$ cat config.mk
export PLATFORM = sky130hd
export DESIGN_NAME = cct_timer
export DESIGN_NICKNAME = d
export VERILOG_FILES = /design/src/rtl/cct_pkg.sv /design/src/rtl/cct_cap_sync.sv /design/src/rtl/cct_counter.sv /design/src/rtl/cct_route.sv /design/src/rtl/cct_timer.sv
export SDC_FILE = /design/constraint.sdc
export NUM_CORES = 1
export LEC_CHECK = 0
export CAP_MARGIN = 20
export CORE_MARGIN = 5
export CORE_UTILIZATION = 59
export CTS_CLUSTER_SIZE = 20
export DETAILED_ROUTE_END_ITERATION = 10
export GPL_ROUTABILITY_DRIVEN = 0
export GPL_TIMING_DRIVEN = 0
export PLACE_DENSITY = 0.83
export SYNTH_ARGS = -nofsm -noshare
export SYNTH_HDL_FRONTEND = slang
export SYNTH_SLANG_ARGS = --single-unit
$ cat constraint.sdc
create_clock -name clk -period 2.7 [get_ports clk]
set_input_delay 0.405 -clock clk [delete_from_list [all_inputs] [get_ports clk]]
set_output_delay 0.405 -clock clk [all_outputs]
set_load 0.01 [all_outputs]
$ cat src/rtl/cct_pkg.sv
package cct_pkg;
    localparam int ADDR_W = 3;

    localparam logic [ADDR_W-1:0] A_CTRL = 3'd0;
    localparam logic [ADDR_W-1:0] A_REF  = 3'd1;
    localparam logic [ADDR_W-1:0] A_CAPT = 3'd2;
    localparam logic [ADDR_W-1:0] A_CNT  = 3'd3;
    localparam logic [ADDR_W-1:0] A_EVT  = 3'd4;

    typedef enum logic [1:0] {
        EDGE_OFF  = 2'b00,
        EDGE_RISE = 2'b01,
        EDGE_FALL = 2'b10,
        EDGE_ANY  = 2'b11
    } edge_mode_e;

    // bit 3 dma route, bit 2 reference request enable, bits [1:0] edge mode
    typedef struct packed {
        logic       dma_sel;
        logic       ref_en;
        edge_mode_e edge_mode;
    } ctrl_t;

    localparam int CTRL_W = $bits(ctrl_t);
endpackage

$ cat src/rtl/cct_cap_sync.sv
module cct_cap_sync #(
    parameter int STAGES = 2
) (
    input  logic clk,
    input  logic rst_n,
    input  logic pin_i,
    output logic rise_o,
    output logic fall_o
);
    localparam int DEPTH = STAGES + 1;

    typedef struct packed {
        logic [DEPTH-1:0] sh;
    } sync_t;

    sync_t s_d, s_q;

    always_comb begin
        s_d    = s_q;
        s_d.sh = {s_q.sh[DEPTH-2:0], pin_i};
    end

    always_ff @(posedge clk or negedge rst_n) begin
        if (!rst_n) s_q <= '0;
        else        s_q <= s_d;
    end

    // last synchronizer stage against one extra history flop
    assign rise_o =  s_q.sh[STAGES-1] & ~s_q.sh[STAGES];
    assign fall_o = ~s_q.sh[STAGES-1] &  s_q.sh[STAGES];
endmodule

$ cat src/rtl/cct_counter.sv
module cct_counter #(
    parameter int W = 16
) (
    input  logic         clk,
    input  logic         rst_n,
    input  logic         tick_i,
    input  logic [W-1:0] ref_i,
    output logic [W-1:0] cnt_o,
    output logic         match_o
);
    typedef struct packed {
        logic [W-1:0] cnt;
    } cnt_t;

    cnt_t c_d, c_q;
    logic hit;

    always_comb begin
        hit = tick_i && (c_q.cnt == ref_i);
        c_d = c_q;
        if (tick_i) begin
            if (hit) c_d.cnt = '0;
            else     c_d.cnt = c_q.cnt + 1'b1;
        end
    end

    always_ff @(posedge clk or negedge rst_n) begin
        if (!rst_n) c_q <= '0;
        else        c_q <= c_d;
    end

    assign cnt_o   = c_q.cnt;
    assign match_o = hit;
endmodule

$ cat src/rtl/cct_route.sv
module cct_route (
    input  logic f_ref_i,
    input  logic f_cap_i,
    input  logic cap_on_i,
    input  logic ref_en_i,
    input  logic dma_sel_i,
    output logic irq_o,
    output logic dma_req_o
);
    logic live;

    always_comb begin
        live      = (f_cap_i & cap_on_i) | (f_ref_i & ref_en_i);
        irq_o     = live & ~dma_sel_i;
        dma_req_o = live &  dma_sel_i;
    end
endmodule

$ cat src/rtl/cct_timer.sv
module cct_timer
    import cct_pkg::*;
#(
    parameter int CNT_W       = 16,
    parameter int SYNC_STAGES = 2
) (
    input  logic              clk,
    input  logic              rst_n,
    input  logic              tick_i,
    input  logic              cap_pin_i,
    input  logic              wr_en_i,
    input  logic [ADDR_W-1:0] addr_i,
    input  logic [CNT_W-1:0]  wdata_i,
    output logic [CNT_W-1:0]  rdata_o,
    input  logic              dma_ack_i,
    output logic              irq_o,
    output logic              dma_req_o
);
    typedef struct packed {
        ctrl_t            ctrl;
        logic [CNT_W-1:0] ref_val;
        logic [CNT_W-1:0] capt;
        logic             f_ref;
        logic             f_cap;
    } regs_t;

    regs_t st_d, st_q;

    logic [CNT_W-1:0] cnt;
    logic             ref_ev;
    logic             rise, fall;
    logic             cap_ev;
    logic             wr_evt;
    logic             clr_cap, clr_ref;
    logic             cap_on;

    // probes for the bound checker
    logic [CNT_W-1:0] ref_val;
    logic [CNT_W-1:0] capt;
    logic             f_ref, f_cap, dma_sel;
    edge_mode_e       edge_mode;

    cct_cap_sync #(.STAGES(SYNC_STAGES)) u_sync (
        .clk    (clk),
        .rst_n  (rst_n),
        .pin_i  (cap_pin_i),
        .rise_o (rise),
        .fall_o (fall)
    );

    cct_counter #(.W(CNT_W)) u_cnt (
        .clk     (clk),
        .rst_n   (rst_n),
        .tick_i  (tick_i),
        .ref_i   (st_q.ref_val),
        .cnt_o   (cnt),
        .match_o (ref_ev)
    );

    assign cap_on = (st_q.ctrl.edge_mode != EDGE_OFF);

    cct_route u_route (
        .f_ref_i   (st_q.f_ref),
        .f_cap_i   (st_q.f_cap),
        .cap_on_i  (cap_on),
        .ref_en_i  (st_q.ctrl.ref_en),
        .dma_sel_i (st_q.ctrl.dma_sel),
        .irq_o     (irq_o),
        .dma_req_o (dma_req_o)
    );

    always_comb begin
        unique case (st_q.ctrl.edge_mode)
            EDGE_OFF:  cap_ev = 1'b0;
            EDGE_RISE: cap_ev = rise;
            EDGE_FALL: cap_ev = fall;
            default:   cap_ev = rise | fall;
        endcase
    end

    always_comb begin
        wr_evt  = wr_en_i && (addr_i == A_EVT);
        clr_cap = (wr_evt && wdata_i[0]) || (dma_ack_i && st_q.ctrl.dma_sel);
        clr_ref = (wr_evt && wdata_i[1]) ||
                  (dma_ack_i && st_q.ctrl.dma_sel && st_q.ctrl.ref_en);

        st_d = st_q;
        if (wr_en_i && addr_i == A_CTRL) st_d.ctrl    = ctrl_t'(wdata_i[CTRL_W-1:0]);
        if (wr_en_i && addr_i == A_REF)  st_d.ref_val = wdata_i;
        if (cap_ev)                      st_d.capt    = cnt;
        // a fresh event outranks a clear in the same cycle
        st_d.f_cap = cap_ev | (st_q.f_cap & ~clr_cap);
        st_d.f_ref = ref_ev | (st_q.f_ref & ~clr_ref);
    end

    always_ff @(posedge clk or negedge rst_n) begin
        if (!rst_n) begin
            st_q.ctrl    <= '0;
            st_q.ref_val <= '1;
            st_q.capt    <= '0;
            st_q.f_ref   <= 1'b0;
            st_q.f_cap   <= 1'b0;
        end else begin
            st_q <= st_d;
        end
    end

    always_comb begin
        rdata_o = '0;
        unique case (addr_i)
            A_CTRL:  rdata_o[CTRL_W-1:0] = st_q.ctrl;
            A_REF:   rdata_o             = st_q.ref_val;
            A_CAPT:  rdata_o             = st_q.capt;
            A_CNT:   rdata_o             = cnt;
            A_EVT:   rdata_o[1:0]        = {st_q.f_ref, st_q.f_cap};
            default: rdata_o             = '0;
        endcase
    end

    assign ref_val   = st_q.ref_val;
    assign capt      = st_q.capt;
    assign f_ref     = st_q.f_ref;
    assign f_cap     = st_q.f_cap;
    assign dma_sel   = st_q.ctrl.dma_sel;
    assign edge_mode = st_q.ctrl.edge_mode;
endmodule

Yosys cells after proc, flatten, opt, wreduce, memory -nomap -nowiden
Cells that the tools add are included.
{ "word_totals": {"regBits": 57, "output_inout_bits": 18, "word_cells": 52} }
{ "op_classes": {"addsub": 1, "eq_ne": 7, "muxes": 5, "n_bitwise": 17, "n_reduce_logical": 13} }
{ "op_table": {"columns": ["op", "n"], "rows": [
  ["$pmux W12 S3", 1],
  ["$add A16 B1 Y16 const B", 1],
  ["$eq A16 B16 Y1", 1],
  ["$mux W16", 1],
  ["$pmux W2 S5", 1],
  ["$and A1 B1 Y1", 8],
  ["$logic_and A1 B1 Y1", 8],
  ["$pmux W2 S4", 1],
  ["$eq A3 B2 Y1 const B", 2],
  ["$not A1 Y1", 5],
  ["$or A1 B1 Y1", 4],
  ["$eq A3 B1 Y1 const B", 1],
  ["$eq A3 B3 Y1 const B", 1],
  ["$logic_not A3 Y1", 1],
  ["$pmux W1 S3", 1],
  ["$eq A2 B1 Y1 const B", 1],
  ["$eq A2 B2 Y1 const B", 1],
  ["$logic_not A2 Y1", 1],
  ["$logic_or A1 B1 Y1", 2],
  ["$reduce_bool A2 Y1", 1]
]} }

Logic depth before layout (Yosys ltp)
{ "logic_depth": {"depth_word": 7, "depth_mapped": 7} }

Cells and area by module
From an unflattened synthesis, not the netlist that was laid out.
{ "unflattened": {"cells_unflattened": 268, "hier_area_um2": 3105.5} }
{ "modules_own_cells": {"columns": ["module", "n_inst", "cells_per_inst", "area_each_um2", "seq_area_each_um2"], "rows": [
  ["cct_timer", 1, 149, 1948.1, 970.9],
  ["cct_counter", 1, 111, 1044.8, 400.4],
  ["cct_cap_sync", 1, 5, 90.1, 75.1],
  ["cct_route", 1, 3, 22.5, 0.0]
]} }

Least setup slack after synthesis
OpenSTA, ideal clock, no wires.
{ "synth_path": {"path_kind": "input-to-output", "from": "input addr_i[0]", "to": "output rdata_o[10]", "arrival_ps": 1325, "t_required_ps": 2295, "path_slack_ps": 970, "stages": 5, "n_path_buf": 2, "path_cell_list": "buf_4 nor2b_2 buf_1 a22oi_1 nor2_1"} }
{ "synth_between": {"elab_chain_len": 2, "word_cells_on_any_way": 4, "classes_between": "3 x eq/ne; 1 x mux"} }
{ "synth_lines": {"columns": ["element", "line_no", "text"], "rows": [
  ["start: declaration", "cct_timer.sv:12", "input logic [ADDR_W-1:0] addr_i,"],
  ["$eq A3 B2 Y1 / $eq A3 B1 Y1 (equally long branches)", "cct_timer.sv:110", "unique case (addr_i)"],
  ["$pmux W12 S3 *", "cct_timer.sv:110", null],
  ["end: declaration", "cct_timer.sv:14", "output logic [CNT_W-1:0] rdata_o,"]
]} }
Every way passes the cells marked *; elsewhere a longest branch is shown, timed or not.

Final worst setup path
{ "layout_path": {"from": "input addr_i[0]", "to": "output rdata_o[8]"} }
Same word-level chain as after synthesis.

==> results.txt <==
----------------------------------------------------
[Global route]
  Antenna violations before repair ... 0
  First-pass GRT wire length ... ~12,000 um
  Remaining global-route overflow ... 0
  Number of global-route vias before repair ... between 2,000 and 3,000
  Pin count of the biggest net entering global routing ... 31
  Total routing usage reported by global routing ... 0.221

[Synth]
  Unique cell type count in the Yosys netlist ... 47
  Number of storage elements in the synthesis netlist ... 57
  Yosys top cell area share ... 0.318
  Cell type with the largest total area after synthesis ... sky130_fd_sc_hd__dfrtp_1
  Proportion of synthesized chip area in sequential cells ... 0.449
  Combined area of all synthesized cells ... approximately 0.0032 mm2
  Largest cells by area after synthesis ... sky130_fd_sc_hd__dfrtp_1, sky130_fd_sc_hd__mux2_2, sky130_fd_sc_hd__dfstp_2, sky130_fd_sc_hd__xnor2_1, sky130_fd_sc_hd__a22oi_1
  Number of enable flip-flop cells after synthesis ... 0
  Primary FF master, synth ... sky130_fd_sc_hd__dfrtp_1
  Asr flop ratio synth ... 1.00
  Mean post-synth cell area ... roughly 11 um2
  Synthesized instance count ... 283
  Syn Nets ... between 300 and 400
  Warnings from Yosys ... 0

[Pwr]
  Switching part of the total power ... 0.286
  Sequential cell fraction of total power ... 0.421
  Peak supply drop ... just over 0.4 mV
  Clock power share ... 0.316
  Static Leak ... ~1.6 nW
  Power Internal ... roughly 0.002 W
  Fraction of power consumed by combinational cells ... 0.262
  Net switching power ... between 0.0008 and 0.0009 W
  PD cells ... 708 mW/mm2

[Place]
  Final HPWL from detailed placement ... a little over 5000 um
  Port Buf Inserts ... 40
  Worst slack at placement ... -0.113 ns
  Placed Area ... between 0.003 and 0.004 mm2

[Critical path]
  Crit path max fanout ... 10
  Setup CP Type ... primary input to primary output
  Crit. End Element ... primary output
  Arr. time, crit path ... 2.13 ns
  Worst-path cell with the longest stage delay ... sky130_fd_sc_hd__clkdlybuf4s50_1
  Critical path data required time ... ~2.3 ns
  Crit path largest cell delay ... 0.56 ns
  Path depth of the worst reg2reg path ... 5
  Reg-to-reg endpoint ... u_cnt.cnt_o[14]
  Reg-to-reg setup timing slack ... 0.70 ns
  Crit-path cells ... buf_4 > nor2b_2 > buf_1 > a22oi_1 > nor2_1 > clkdlybuf4s50_1
  Start of the worst register-to-register path ... ref_val[3]
  Type of origin of the critical path ... primary input

[Hold path]
  Classification of the worst-slack hold path ... primary input to asynchronous set/reset pin

[Floorplanning]
  Total Die Area ... roughly 0.0070 mm2
  Starting density of the core ... 0.596
  Die Span X ... approximately 84 um
  I/O Pins ... 43
  Die Ht ... 83.9 um
  Cell row count ... 27
  Standard cell core area ... 0.00541 mm2

[Route]
  Routed length per placed instance ... about 18 um
  DRT iter0 DRCs ... roughly 160
  Remaining antenna violation count after routing ... 0
  DR vias/cell ... between 5 and 6
  Number of vias in the routed layout ... roughly 2,500
  Post-detailed-routing wire length ... approximately 7300 um
  DRC violations left ... 0
  Drt first pass iters ... 4

[CTS]
  Buffer depth of the longest clock path ... 2
  Setup Buffers After CTS ... 0
  Clock input transition at the sequential cells of the worst setup and hold paths ... roughly 0.06 ns
  Number of sinks driven by the clock tree ... between 50 and 60
  CTS hold repair buffers ... 0
  Clock buffer count from CTS ... 9
  CTS H-tree depth ... 3
  Insertion delay of the later-clocked pin in the worst-skew pair ... 0.34 ns
  Clock Root Buffer ... sky130_fd_sc_hd__clkbuf_8
  Clock tree from TritonCTS ... yes

[STA]
  Least-Margin Pin Slew ... between 0.6 and 0.7 ns
  Setup WS post-layout ... ~0.16 ns
  Number of pins exceeding their max-slew limit in the final report ... 0
  Maximum achievable frequency ... slightly below 400 MHz
  Crit path time final ... about 2.5 ns
  Slew Limit Headroom ... 0.561
  Max Clock Skew ... ~0.0065 ns
  Period utilization ... 0.939
  Hold Vio Cnt, Final ... 0
  Setup-violating endpoint count in the final report ... 0
  Unrepaired setup endpoints after global routing ... false

[Cells and area]
  Antenna diode count ... 0
  Finished layout cell area ... 0.00395 mm2
  Fraction of final layout cells with drive strength greater than 1 ... 0.335
  Layout overhead on the synthesized area ... 22.6%
  Nets ... around 360

[Outcome]
  Run status ... completed

[Job]
  Max capacitance violation total ... 0

----------------------------------------------------
-- routing by layer --
| metal | routed length (um) | global-route usage |
|---|---|---|
| met1 | 3120 | 0.279 |
| met2 | 3590 | 0.366 |
| met3 | 378 | 0.0484 |
| met4 | 196 | 0.0906 |
| met5 | 0 | 0 |
-- stage by stage --
stage	hold slack [ns]	TNS [ns]	instances	power, W	util
global placement	0.336	-21.32	395	0.00189	0.687
detailed placement	0.348	-0.774	396	0.00192	0.690
CTS	0.0954	0	412	0.00280	0.731
floorplan	0.109	0	283	0.00167	-
finish	0.0931	0	412	0.00280	0.731
global route	0.132	0	412	0.00293	0.731
-- cell usage in the layout (no fill, tap or decap), drive strengths merged, types with 3 or more instances in the layout --
cell            n
mux2           48
dfrtp          41
clkdlybuf4s50  39
buf            20
nor2           18
xnor2          17
a22oi          16
dfstp          16
clkbuf         16
nand2          14
o21ai          10
nand3          10
nand4           8
inv             7
a21oi           7
nor2b           5
mux4            4
mux2i           4
a211oi          4
or3             4
o22ai           3
ha              3
clkinv          3
-- worst max-delay path, delay by kind of cell --
kind | cells | cell delay [ns]
buffers and inverters | 3 | 1.16
AOI/OAI and AO/OA | 1 | 0.18
and+or+nand+nor | 2 | 0.38
-- worst max path at each step --
stage | end | slack, ns | startpoint | depth (start not counted)
3_5_place_dp | rdata_o[5] | -0.11 | addr_i[2] | 5
5_1_grt | rdata_o[8] | 0.07 | addr_i[0] | 6
6_report | rdata_o[8] | 0.16 | addr_i[0] | 6
3_3_place_gp | dma_sel | -0.50 | rst_n | 1
2_1_floorplan | rdata_o[10] | 0.97 | addr_i[0] | 5
4_1_cts | rdata_o[5] | 0.05 | addr_i[2] | 5
-- Yosys cell counts, types with 2 or more instances --
master                      n
sky130_fd_sc_hd__and4_1     2
sky130_fd_sc_hd__nand3_1    8
sky130_fd_sc_hd__nand2_1   13
sky130_fd_sc_hd__mux2_2    48
sky130_fd_sc_hd__inv_1      7
sky130_fd_sc_hd__o21ai_0    9
sky130_fd_sc_hd__xnor2_1   17
sky130_fd_sc_hd__o22ai_1    3
sky130_fd_sc_hd__nand4_1    8
sky130_fd_sc_hd__buf_6      3
sky130_fd_sc_hd__mux4_2     4
sky130_fd_sc_hd__nand2b_1   2
sky130_fd_sc_hd__nor3b_1    2
sky130_fd_sc_hd__a21o_1     2
sky130_fd_sc_hd__buf_1      2
sky130_fd_sc_hd__or3_1      3
sky130_fd_sc_hd__dfrtp_1   41
sky130_fd_sc_hd__a211oi_1   4
sky130_fd_sc_hd__ha_1       3
sky130_fd_sc_hd__a21oi_1    7
sky130_fd_sc_hd__buf_4      6
sky130_fd_sc_hd__nor2_1    18
sky130_fd_sc_hd__mux2i_1    4
sky130_fd_sc_hd__dfstp_2   16
sky130_fd_sc_hd__buf_2      7
sky130_fd_sc_hd__clkbuf_1   5
sky130_fd_sc_hd__a22oi_1   16
sky130_fd_sc_hd__nor2b_1    4
-- what timing repair did --
action / 4_1_cts / 5_1_grt
gates cloned: 0 / 0
resized for setup: 1 / 2
setup endpoints to repair: 10 / 10
-- registers in the layout, indices dropped and copies added, names as in the netlist --
register     cells
capt            16
ref_val         16
u_cnt.cnt_o     16
u_sync.s_q       3
edge_mode        2
dma_sel          1
f_cap            1
f_ref            1
st_q             1
-- final cells by class --
cell class / count / area, um2
Multi-Input combinational cell: 196 / 1610
Fill cell: 373 / 1460
Sequential cell: 57 / 1450
Timing Repair Buffer: 41 / 415
Buffer: 23 / 143
Clock buffer: 11 / 141
Tap cell: 72 / 90.1
Clock inverter: 5 / 78.8
Inverter: 7 / 26.3
-- logic make-up (layout without fill, tap and decap cells) --
| family | count (synthesis) | count (layout) | share of synthesized area |
|---|---|---|---|
| AND/OR/NAND/NOR | 73 | 73 | 0.136 |
| multiplexers | 56 | 56 | 0.208 |
| buffers and inverters | 30 | 87 | 0.0517 |
| adder cells (fa/ha/maj) | 3 | 3 | 0.0117 |
| AO/OA/AOI/OAI | 46 | 46 | 0.0951 |
| XOR/XNOR | 18 | 18 | 0.0489 |
| flip-flops | 57 | 57 | 0.449 |
-- power by group through the flow --
| stage | clock network, W | registers (W) | logic, W |
|---|---|---|---|
| finish | 0.000884 | 0.00118 | 0.000733 |
| detailed placement | 0 | 0.00119 | 0.000727 |
| CTS | 0.000893 | 0.00118 | 0.000734 |
| global route | 0.000938 | 0.00120 | 0.000797 |
| global placement | 0 | 0.00118 | 0.000708 |
| floorplan | 0 | 0.00114 | 0.000525 |
Note: power is estimated with default switching activity, not from simulation.
